==> src/rtl/lsm_pkg.sv <==
package lsm_pkg;
  typedef enum logic [1:0] {
    MODE_DA = 2'd0,
    MODE_IA = 2'd1,
    MODE_DB = 2'd2,
    MODE_IB = 2'd3
  } xferMode_t;

  typedef struct packed {
    logic load;
    logic step;
  } seqStrobes_t;
endpackage

==> src/rtl/lsm_seq_ctrl.sv <==
module lsm_seq_ctrl
  import lsm_pkg::*;
(
  input  logic        clk,
  input  logic        rstN,
  input  logic        startI,
  input  logic        listZeroI,
  input  logic        remLastI,
  output seqStrobes_t strobeO,
  output logic        validO,
  output logic        busyO,
  output logic        doneO
);
  typedef enum logic {ST_IDLE, ST_BUSY} state_t;
  state_t stateQ, stateD;
  logic emptyDoneQ;
  logic accept;

  assign accept = startI && (stateQ == ST_IDLE);

  always_comb begin
    stateD = stateQ;
    case (stateQ)
      ST_IDLE: if (accept && !listZeroI) stateD = ST_BUSY;
      ST_BUSY: if (remLastI) stateD = ST_IDLE;
      default: stateD = ST_IDLE;
    endcase
  end

  always_ff @(posedge clk) begin
    if (!rstN) begin
      stateQ     <= ST_IDLE;
      emptyDoneQ <= 1'b0;
    end else begin
      stateQ     <= stateD;
      emptyDoneQ <= accept && listZeroI;
    end
  end

  assign strobeO.load = accept;
  assign strobeO.step = (stateQ == ST_BUSY);
  assign validO       = (stateQ == ST_BUSY);
  assign busyO        = (stateQ == ST_BUSY);
  assign doneO        = ((stateQ == ST_BUSY) && remLastI) || emptyDoneQ;

  // the empty-list done never overlaps a running transfer
  p_empty_done_idle_r8: assert property (@(posedge clk) disable iff (!rstN)
    emptyDoneQ |-> !validO);
  // a start while busy leaves the sequencer busy until its final beat
  p_busy_start_ignored_r10: assert property (@(posedge clk) disable iff (!rstN)
    (validO && !remLastI && startI) |=> validO);
endmodule

==> src/rtl/lsm_seq_dpath.sv <==
module lsm_seq_dpath
  import lsm_pkg::*;
#(
  parameter int NUM_REGS   = 16,
  parameter int ADDR_W     = 32,
  parameter int WORD_BYTES = 4,
  localparam int IDX_W     = $clog2(NUM_REGS),
  localparam int CNT_W     = $clog2(NUM_REGS + 1)
) (
  input  logic                clk,
  input  logic                rstN,
  input  seqStrobes_t         strobeI,
  input  logic [NUM_REGS-1:0] regListI,
  input  logic [ADDR_W-1:0]   baseI,
  input  logic [1:0]          modeI,
  input  logic                wbEnI,
  output logic                listZeroO,
  output logic                remLastO,
  output logic [IDX_W-1:0]    regIdxO,
  output logic [ADDR_W-1:0]   addrO,
  output logic [ADDR_W-1:0]   startAddrO,
  output logic [ADDR_W-1:0]   endAddrO,
  output logic [ADDR_W-1:0]   wbValueO,
  output logic                wbEnO
);
  localparam logic [ADDR_W-1:0] WORD = ADDR_W'(WORD_BYTES);

  logic [NUM_REGS-1:0] remQ;
  logic [ADDR_W-1:0]   addrQ, startQ, endQ, wbQ;
  logic                wbEnQ;
  logic [CNT_W-1:0]    popCnt;
  logic [ADDR_W-1:0]   span, startCalc, wbCalc;

  always_comb begin
    popCnt = '0;
    for (int i = 0; i < NUM_REGS; i++) popCnt = popCnt + CNT_W'(regListI[i]);
  end

  assign span = ADDR_W'(popCnt) * WORD;

  always_comb begin
    case (xferMode_t'(modeI))
      MODE_IA: begin startCalc = baseI;               wbCalc = baseI + span; end
      MODE_IB: begin startCalc = baseI + WORD;        wbCalc = baseI + span; end
      MODE_DB: begin startCalc = baseI - span;        wbCalc = baseI - span; end
      default: begin startCalc = baseI - span + WORD; wbCalc = baseI - span; end
    endcase
  end

  always_ff @(posedge clk) begin
    if (!rstN) begin
      remQ   <= '0;
      addrQ  <= '0;
      startQ <= '0;
      endQ   <= '0;
      wbQ    <= '0;
      wbEnQ  <= 1'b0;
    end else if (strobeI.load) begin
      remQ   <= regListI;
      addrQ  <= startCalc;
      startQ <= startCalc;
      endQ   <= startCalc + span - WORD;
      wbQ    <= wbCalc;
      wbEnQ  <= wbEnI;
    end else if (strobeI.step) begin
      remQ   <= remQ & (remQ - 1'b1);
      addrQ  <= addrQ + WORD;
    end
  end

  always_comb begin
    regIdxO = '0;
    for (int i = NUM_REGS - 1; i >= 0; i--)
      if (remQ[i]) regIdxO = IDX_W'(i);
  end

  assign listZeroO  = (regListI == '0);
  assign remLastO   = ((remQ & (remQ - 1'b1)) == '0);
  assign addrO      = addrQ;
  assign startAddrO = startQ;
  assign endAddrO   = endQ;
  assign wbValueO   = wbQ;
  assign wbEnO      = wbEnQ;

  // reported addresses hold while a transfer steps
  p_hold_reports_r10: assert property (@(posedge clk) disable iff (!rstN)
    (strobeI.step && !strobeI.load) |=> $stable(startQ) && $stable(endQ) && $stable(wbQ));
endmodule

==> src/rtl/lsm_seq.sv <==
module lsm_seq
  import lsm_pkg::*;
#(
  parameter int NUM_REGS   = 16,
  parameter int ADDR_W     = 32,
  parameter int WORD_BYTES = 4,
  localparam int IDX_W     = $clog2(NUM_REGS)
) (
  input  logic                clk,
  input  logic                rstN,
  input  logic                startI,
  input  logic [NUM_REGS-1:0] regListI,
  input  logic [ADDR_W-1:0]   baseI,
  input  logic [1:0]          modeI,
  input  logic                wbEnI,
  output logic                validO,
  output logic [IDX_W-1:0]    regIdxO,
  output logic [ADDR_W-1:0]   addrO,
  output logic [ADDR_W-1:0]   startAddrO,
  output logic [ADDR_W-1:0]   endAddrO,
  output logic [ADDR_W-1:0]   wbValueO,
  output logic                wbWriteO,
  output logic                busyO,
  output logic                doneO
);
  seqStrobes_t strobes;
  logic listZero, remLast, wbEn;

  lsm_seq_ctrl i_ctrl (
    .clk(clk), .rstN(rstN), .startI(startI), .listZeroI(listZero),
    .remLastI(remLast), .strobeO(strobes), .validO(validO),
    .busyO(busyO), .doneO(doneO)
  );

  lsm_seq_dpath #(
    .NUM_REGS(NUM_REGS), .ADDR_W(ADDR_W), .WORD_BYTES(WORD_BYTES)
  ) i_dpath (
    .clk(clk), .rstN(rstN), .strobeI(strobes), .regListI(regListI),
    .baseI(baseI), .modeI(modeI), .wbEnI(wbEnI), .listZeroO(listZero),
    .remLastO(remLast), .regIdxO(regIdxO), .addrO(addrO),
    .startAddrO(startAddrO), .endAddrO(endAddrO), .wbValueO(wbValueO),
    .wbEnO(wbEn)
  );

  assign wbWriteO = doneO && wbEn;

  // consecutive beats climb by one word and by register index
  p_ascending_r2: assert property (@(posedge clk) disable iff (!rstN)
    (validO && !doneO) |=> validO && (addrO == $past(addrO) + ADDR_W'(WORD_BYTES))
                           && (regIdxO > $past(regIdxO)));
  // final beat lands on the precomputed end address
  p_last_addr_r9: assert property (@(posedge clk) disable iff (!rstN)
    (validO && doneO) |-> (addrO == endAddrO));
  // writeback strobe only with done
  p_wb_with_done_r7: assert property (@(posedge clk) disable iff (!rstN)
    wbWriteO |-> doneO);
  // first beat sits at the start address
  p_first_beat_r1: assert property (@(posedge clk) disable iff (!rstN)
    $rose(validO) |-> (addrO == startAddrO));
endmodule

==> config.mk <==
export PLATFORM = sky130hd
export DESIGN_NAME = lsm_seq
export DESIGN_NICKNAME = d
export VERILOG_FILES = /design/src/rtl/lsm_pkg.sv /design/src/rtl/lsm_seq_ctrl.sv /design/src/rtl/lsm_seq_dpath.sv /design/src/rtl/lsm_seq.sv
export SDC_FILE = /design/constraint.sdc
export NUM_CORES = 1
export LEC_CHECK = 0
export BUFFER_PORTS_ARGS = -buffer_cell sky130_fd_sc_hd__buf_2
export CORE_ASPECT_RATIO = 0.8
export CORE_UTILIZATION = 45
export CTS_BUF_LIST = sky130_fd_sc_hd__clkbuf_4 sky130_fd_sc_hd__clkbuf_8 sky130_fd_sc_hd__clkbuf_16
export CTS_CLUSTER_DIAMETER = 80
export CTS_CLUSTER_SIZE = 16
export DETAILED_ROUTE_END_ITERATION = 8
export GPL_TIMING_DRIVEN = 1
export HOLD_SLACK_MARGIN = 0.02
export PLACE_DENSITY_LB_ADDON = 0.25
export SLEW_MARGIN = 10
export SYNTH_ARGS = -nofsm -noshare
export SYNTH_HDL_FRONTEND = slang
export SYNTH_HIERARCHICAL = 1
export SYNTH_SLANG_ARGS = --single-unit
==> constraint.sdc <==
create_clock -name clk -period 34 [get_ports clk]
set_input_delay 10.2 -clock clk [delete_from_list [all_inputs] [get_ports clk]]
set_output_delay 10.2 -clock clk [all_outputs]
set_load 0.02 [all_outputs]
* Yosys cells after proc, flatten, opt, wreduce, memory -nomap -nowiden
Index checks and enable logic that the tools add are counted.
Operators by class: add/sub/neg operators 23, multiplexer cells 25, bitwise logic cells 2, equality and inequality tests 3, reduce and logical (&&, ||, !) cells 11
Operators by type and width (number):
- adder 32 x 3 -> 32 bit (second input constant) | 3
- 2-to-1 mux 32 bit | 3
- one-hot mux 32 bit (3 select lines) | 1
- adder 5 x 1 -> 5 bit | 14
- adder 32 x 7 -> 32 bit | 2
- 2-to-1 mux 4 bit | 16
- logical NOT 16 bit | 2
- 2-to-1 mux 16 bit | 2
- subtractor 32 x 3 -> 32 bit (second input constant) | 1
- subtractor 32 x 7 -> 32 bit | 1
- AND 16 bit | 1
- subtractor 16 x 1 -> 16 bit (second input constant) | 1
- logical AND 1 bit | 5
- equality test 2 bit (second input constant) | 2
- adder 1 x 1 -> 2 bit | 1
- equality test 2 x 1 -> 1 bit (second input constant) | 1
- 2-to-1 mux 1 bit | 2
- one-hot mux 1 bit (2 select lines) | 1
- nonzero test 2 bit | 1
- OR reduction 2 bit | 1
- logical NOT 1 bit | 1
- logical OR 1 bit | 1
- NOT 1 bit | 1
Word-level totals: output and inout port bits 136, flip-flop bits (word level) 147

* Longest topological paths before layout
depth in word-level cells 20, gate-level depth with buffers 40, mapped depth without buffers 40

* Cells and area by module
The synthesis kept the hierarchy.
Modules (own cells, without submodules):
- lsm_seq_dpath | sequential area each 2822.7 um2, times used 1, cells each 1534, area each 11393.4 um2
- lsm_seq_ctrl | sequential area each 40.0 um2, times used 1, cells each 11, area each 106.4 um2
- lsm_seq | sequential area each 0.0 um2, times used 1, cells each 1, area each 6.3 um2

* Worst setup path before layout
OpenSTA, ideal clock, no wires.
path kind input port to flip-flop, start point input regListI[2], end point register i_dpath.endQ[31] (netlist: i_dpath/endAddrO[31]), cell stages on the path 35, required time 33875 ps, buffers on the path 1, setup time 125 ps, data arrival time 18845 ps, path slack 15030 ps, path through inv_1 fa_1 fa_1 fa_1 fa_1 fa_1 fa_1 xor2_2 inv_1 ha_1 buf_4 nor3_2 a211o_4 or4_4 a221oi_4 nand3_1 nor2_1 nand3_1 xnor2_1 nand2_1 o21ai_0 inv_1 ha_1 a21o_1 nor3b_1 o211ai_1 a31oi_1 o21ai_0 a41oi_1 o311ai_0 o311ai_1 a2bb2oi_2 o21ai_2 a211oi_1 o41a_1
On the way: longest elaborated chain between the ends 19
Ends and longest elaborated chain:
- start: declaration | line lsm_seq.sv:12 | input logic [NUM_REGS-1:0] regListI,
- adder 5 x 1 -> 5 bit * (14 in series) | line lsm_seq_dpath.sv:36 | for (int i = 0; i < NUM_REGS; i++) popCnt = popCnt + CNT_W'(regListI[i]);
- subtractor 32 x 7 -> 32 bit * | line lsm_seq_dpath.sv:45, lsm_seq_dpath.sv:46
- adder 32 x 3 -> 32 bit | line lsm_seq_dpath.sv:46 | default: begin startCalc = baseI - span + WORD; wbCalc = baseI - span; end
- one-hot mux 32 bit (3 select lines) * | line lsm_seq_dpath.sv:42 | case (xferMode_t'(modeI))
- net i_dpath.startCalc[14] | line lsm_seq_dpath.sv:32 | logic [ADDR_W-1:0] span, startCalc, wbCalc;
- adder 32 x 7 -> 32 bit * | line lsm_seq_dpath.sv:62 | endQ <= startCalc + span - WORD;
- subtractor 32 x 3 -> 32 bit * | line lsm_seq_dpath.sv:62
- end signal: assignment | line lsm_seq_dpath.sv:62
- end: declaration | line lsm_seq_dpath.sv:29 | logic [ADDR_W-1:0] addrQ, startQ, endQ, wbQ;
Mark *: on every way through the listed nets, which the timed path passes. The rest lies on a longest branch. A chain may end at the register's enable or synchronous reset.

* Final worst setup path
start point input regListI[2], end point register i_dpath.endQ[31] (netlist: i_dpath/endAddrO[31])
On the way: longest elaborated chain between the ends 19
Ends and longest elaborated chain (line):
- adder 5 x 1 -> 5 bit * (14 in series) | lsm_seq_dpath.sv:36
- subtractor 32 x 7 -> 32 bit | lsm_seq_dpath.sv:45, lsm_seq_dpath.sv:46
- adder 32 x 3 -> 32 bit | lsm_seq_dpath.sv:46
- one-hot mux 32 bit (3 select lines) | lsm_seq_dpath.sv:42
- adder 32 x 7 -> 32 bit * | lsm_seq_dpath.sv:62
- subtractor 32 x 3 -> 32 bit * | lsm_seq_dpath.sv:62
Mark *: on every way between the ends. The rest lies on a longest branch, timed or not.

==> results.json <==
{
  "cp-endpoint": "i_dpath/endAddrO[31]",
  "antenna_found_initial": 0,
  "place_congestion": 0.934,
  "final_cell_mix": "nor2_1, buf_2, dfxtp_1, a21oi_1, nand2_1",
  "rsz0062_at_grt": "no",
  "cpPeakStageDelay_ns": 0.65,
  "grt_max_degree": 74,
  "area_growth_syn_to_layout_pct": 13.5,
  "syn-num-nets": 1663,
  "utilization_pct": 52.9,
  "nets": 1778,
  "final_common_cell": "nor2_1",
  "dr.pass1.iters": 6,
  "io_pins": 190,
  "grt.overflow.total": 0,
  "clock_latency_ns": 0.44,
  "synth_seq_cells": 143,
  "cts_buffers": 17,
  "wl_per_cell_um": 18.2,
  "route.detailed.drc": 0,
  "synth_cell_type_count": 87,
  "cts_htree_levels": 4,
  "vias": 11611,
  "crit_top_cell": "fa_1",
  "period_needed_ns": 20.06,
  "ys.warnings.count": 6,
  "synthCells": 1546,
  "via_per_inst": 5.83,
  "io_buffers": 189,
  "syn-cell-area_mm2": 0.0115,
  "rr_worst_depth": 7,
  "start_kind": "primary input",
  "fillers": 2462,
  "max_freq_ghz": 0.0499,
  "power_density_mw_per_mm2": 73.6,
  "clk_pin_slew_ns": 0.07,
  "multi_input_area_mm2": 0.00789,
  "fp.dieW_um": 181,
  "diodes": 0,
  "total_power_w": 0.000961,
  "cp_max_fo": 10,
  "drt_iter0_drc": 1200,
  "cp-end-kind": "flop",
  "crit_slowest_cell": "a211oi_2",
  "place_hpwl_um": 27500,
  "fin_setup_tns_ns": 0,
  "wirelength_um": 36300,
  "maxCapViolCount": 0,
  "cts-root-buf": "clkbuf_16",
  "synth_area_leaders": "dfxtp_1, nor2_1, xnor2_1",
  "ys.flop_type": "dfxtp_1",
  "regArea_mm2": 0.00286,
  "dieArea_mm2": 0.0262,
  "finalCritPeriodShare_pct": 59.0,
  "rows": 51,
  "p_leak_nw": 5.68,
  "postCtsSetupBuffers": 0,
  "worst_pin_slew_ns": 1.13,
  "setup_violations": 0,
  "grt_pass1_vias": 10597,
  "core_mm2": 0.0247,
  "slew_viol_final": 0,
  "reg2reg_from": "i_ctrl/busyO",
  "clockBufferDepth": 2,
  "cp.required_ns": 34.33,
  "start_util_pct": 46.6,
  "async_reset_ff_share_pct": 0,
  "drive_gt1_share_pct": 16.4,
  "slew_headroom_pct": 24.2,
  "cts_num_sinks": 143,
  "drtAntennaViolNets": 0,
  "clock_skew_ns": 0.00870,
  "avgSynthCellArea_um2": 7.44,
  "yosys.area.top_type_share_pct": 24.9,
  "criticalPathCategory": "in -> reg",
  "yosysTopAreaCell": "dfxtp_1",
  "die_y_um": 145,
  "cts_tree": "built",
  "irDropWorstVdd_v": 0.0000537,
  "cts_resized": 0,
  "arrival_ns": 20.39,
  "hold_viol": 0,
  "hp-class": "reg -> reg",
  "status": "completed",
  "grt_first_pass_wirelength_um": 57800,
  "rr_endpoint": "i_dpath/startAddrO[14]",
  "startpoint": "regListI[2]",
  "hold_buffers": 0,
  "yosysSeqAreaShare_pct": 24.9,
  "synth_edf_count": 0,
  "rrSetupSlack_ns": 30.86,
  "grt_usage_pct": 27.3
}
per-stage QoR:
stage | std cells | hold slack (ns) | setup slack [ns] | instance area (um2)
after floorplan | 1546 | 0.452 | 15.03 | 11500
after global placement | 1960 | 0.442 | 14.02 | 12500
after detailed placement | 1960 | 0.446 | 13.67 | 12500
after CTS | 1991 | 0.462 | 14.08 | 13100
after global routing | 1991 | 0.481 | 13.36 | 13100
final | 1991 | 0.459 | 13.94 | 13100
worst max-delay path: cells and delay by family:
kind / cells / cell delay, ns
simple gates: 7 / 1.66
xor+xnor: 3 / 0.73
fa+ha+maj: 8 / 3.73
buf+inv: 3 / 0.39
compound gates: 13 / 3.66
area by class of cell:
| cell class | count | area share (%) |
|---|---|---|
| tap | 318 | 3.05 |
| clock buffer | 19 | 3.47 |
| clock inverter | 12 | 0.843 |
| timing repair buffer | 201 | 7.94 |
| multi-input combinational | 1216 | 60.4 |
| inverter | 82 | 2.36 |
| sequential | 143 | 21.9 |
worst min path at each step:
| stage | start | end | slack (ns) | cells after the start |
|---|---|---|---|---|
| finish | i_dpath/startAddrO[31] | i_dpath/startAddrO[31] | 0.46 | 2 |
| global route | i_dpath/startAddrO[2] | i_dpath/startAddrO[2] | 0.48 | 2 |
| CTS | i_dpath/startAddrO[31] | i_dpath/startAddrO[31] | 0.46 | 2 |
| detailed placement | i_dpath/startAddrO[31] | i_dpath/startAddrO[31] | 0.45 | 2 |
| global placement | i_dpath/startAddrO[31] | i_dpath/startAddrO[31] | 0.44 | 2 |
| floorplan | i_dpath/wbEnO | i_dpath/wbEnO | 0.45 | 2 |
flip-flops by register name, indices dropped and copies added, names as in the netlist:
name,flops
i_ctrl/busyO,1
i_ctrl/emptyDoneQ,1
i_dpath/addrO,32
i_dpath/endAddrO,30
i_dpath/remQ,16
i_dpath/startAddrO,32
i_dpath/wbEnO,1
i_dpath/wbValueO,30
layer usage:
layer	track usage, %	share of wire, %
met5	0	0
met4	7.39	1.9
met3	6.17	7.6
met2	39.9	42
met1	39.8	49
where the power goes:
| part | switching (W) | internal [W] | total (W) |
|---|---|---|---|
| clock network | 0.0000798 | 0.000104 | 0.000184 |
| registers | 0.0000180 | 0.000193 | 0.000211 |
| logic | 0.000356 | 0.000210 | 0.000566 |
| total | 0.000454 | 0.000507 | 0.000961 |
cell usage after synthesis, drive strengths merged, types with 4 or more instances:
library cell,number
a211oi,18
a21boi,6
a21o,26
a21oi,127
a221o,5
a221oi,7
a31oi,9
a41oi,5
and2,9
and3,26
and4,9
buf,29
clkbuf,76
dfxtp,143
fa,13
ha,50
inv,81
mux2,6
mux2i,48
nand2,123
nand2b,10
nand3,42
nand3b,7
nand4,24
nor2,238
nor2b,12
nor3,39
nor3b,4
nor4,26
o211a,4
o211ai,14
o21a,5
o21ai,72
o21bai,10
o31ai,7
o41ai,5
or2,6
or3,14
or4,11
xnor2,91
xor2,44
logic make-up after synthesis:
kind of cell | share of synthesized area (%)
adder cells (fa/ha/maj) | 7.96
buffers and inverters | 6.62
XOR/XNOR | 10.3
AO/OA/AOI/OAI | 19.8
flip-flops | 24.9
AND/OR/NAND/NOR | 25.6
multiplexers | 4.76
Note: power is estimated with default switching activity, not from simulation.
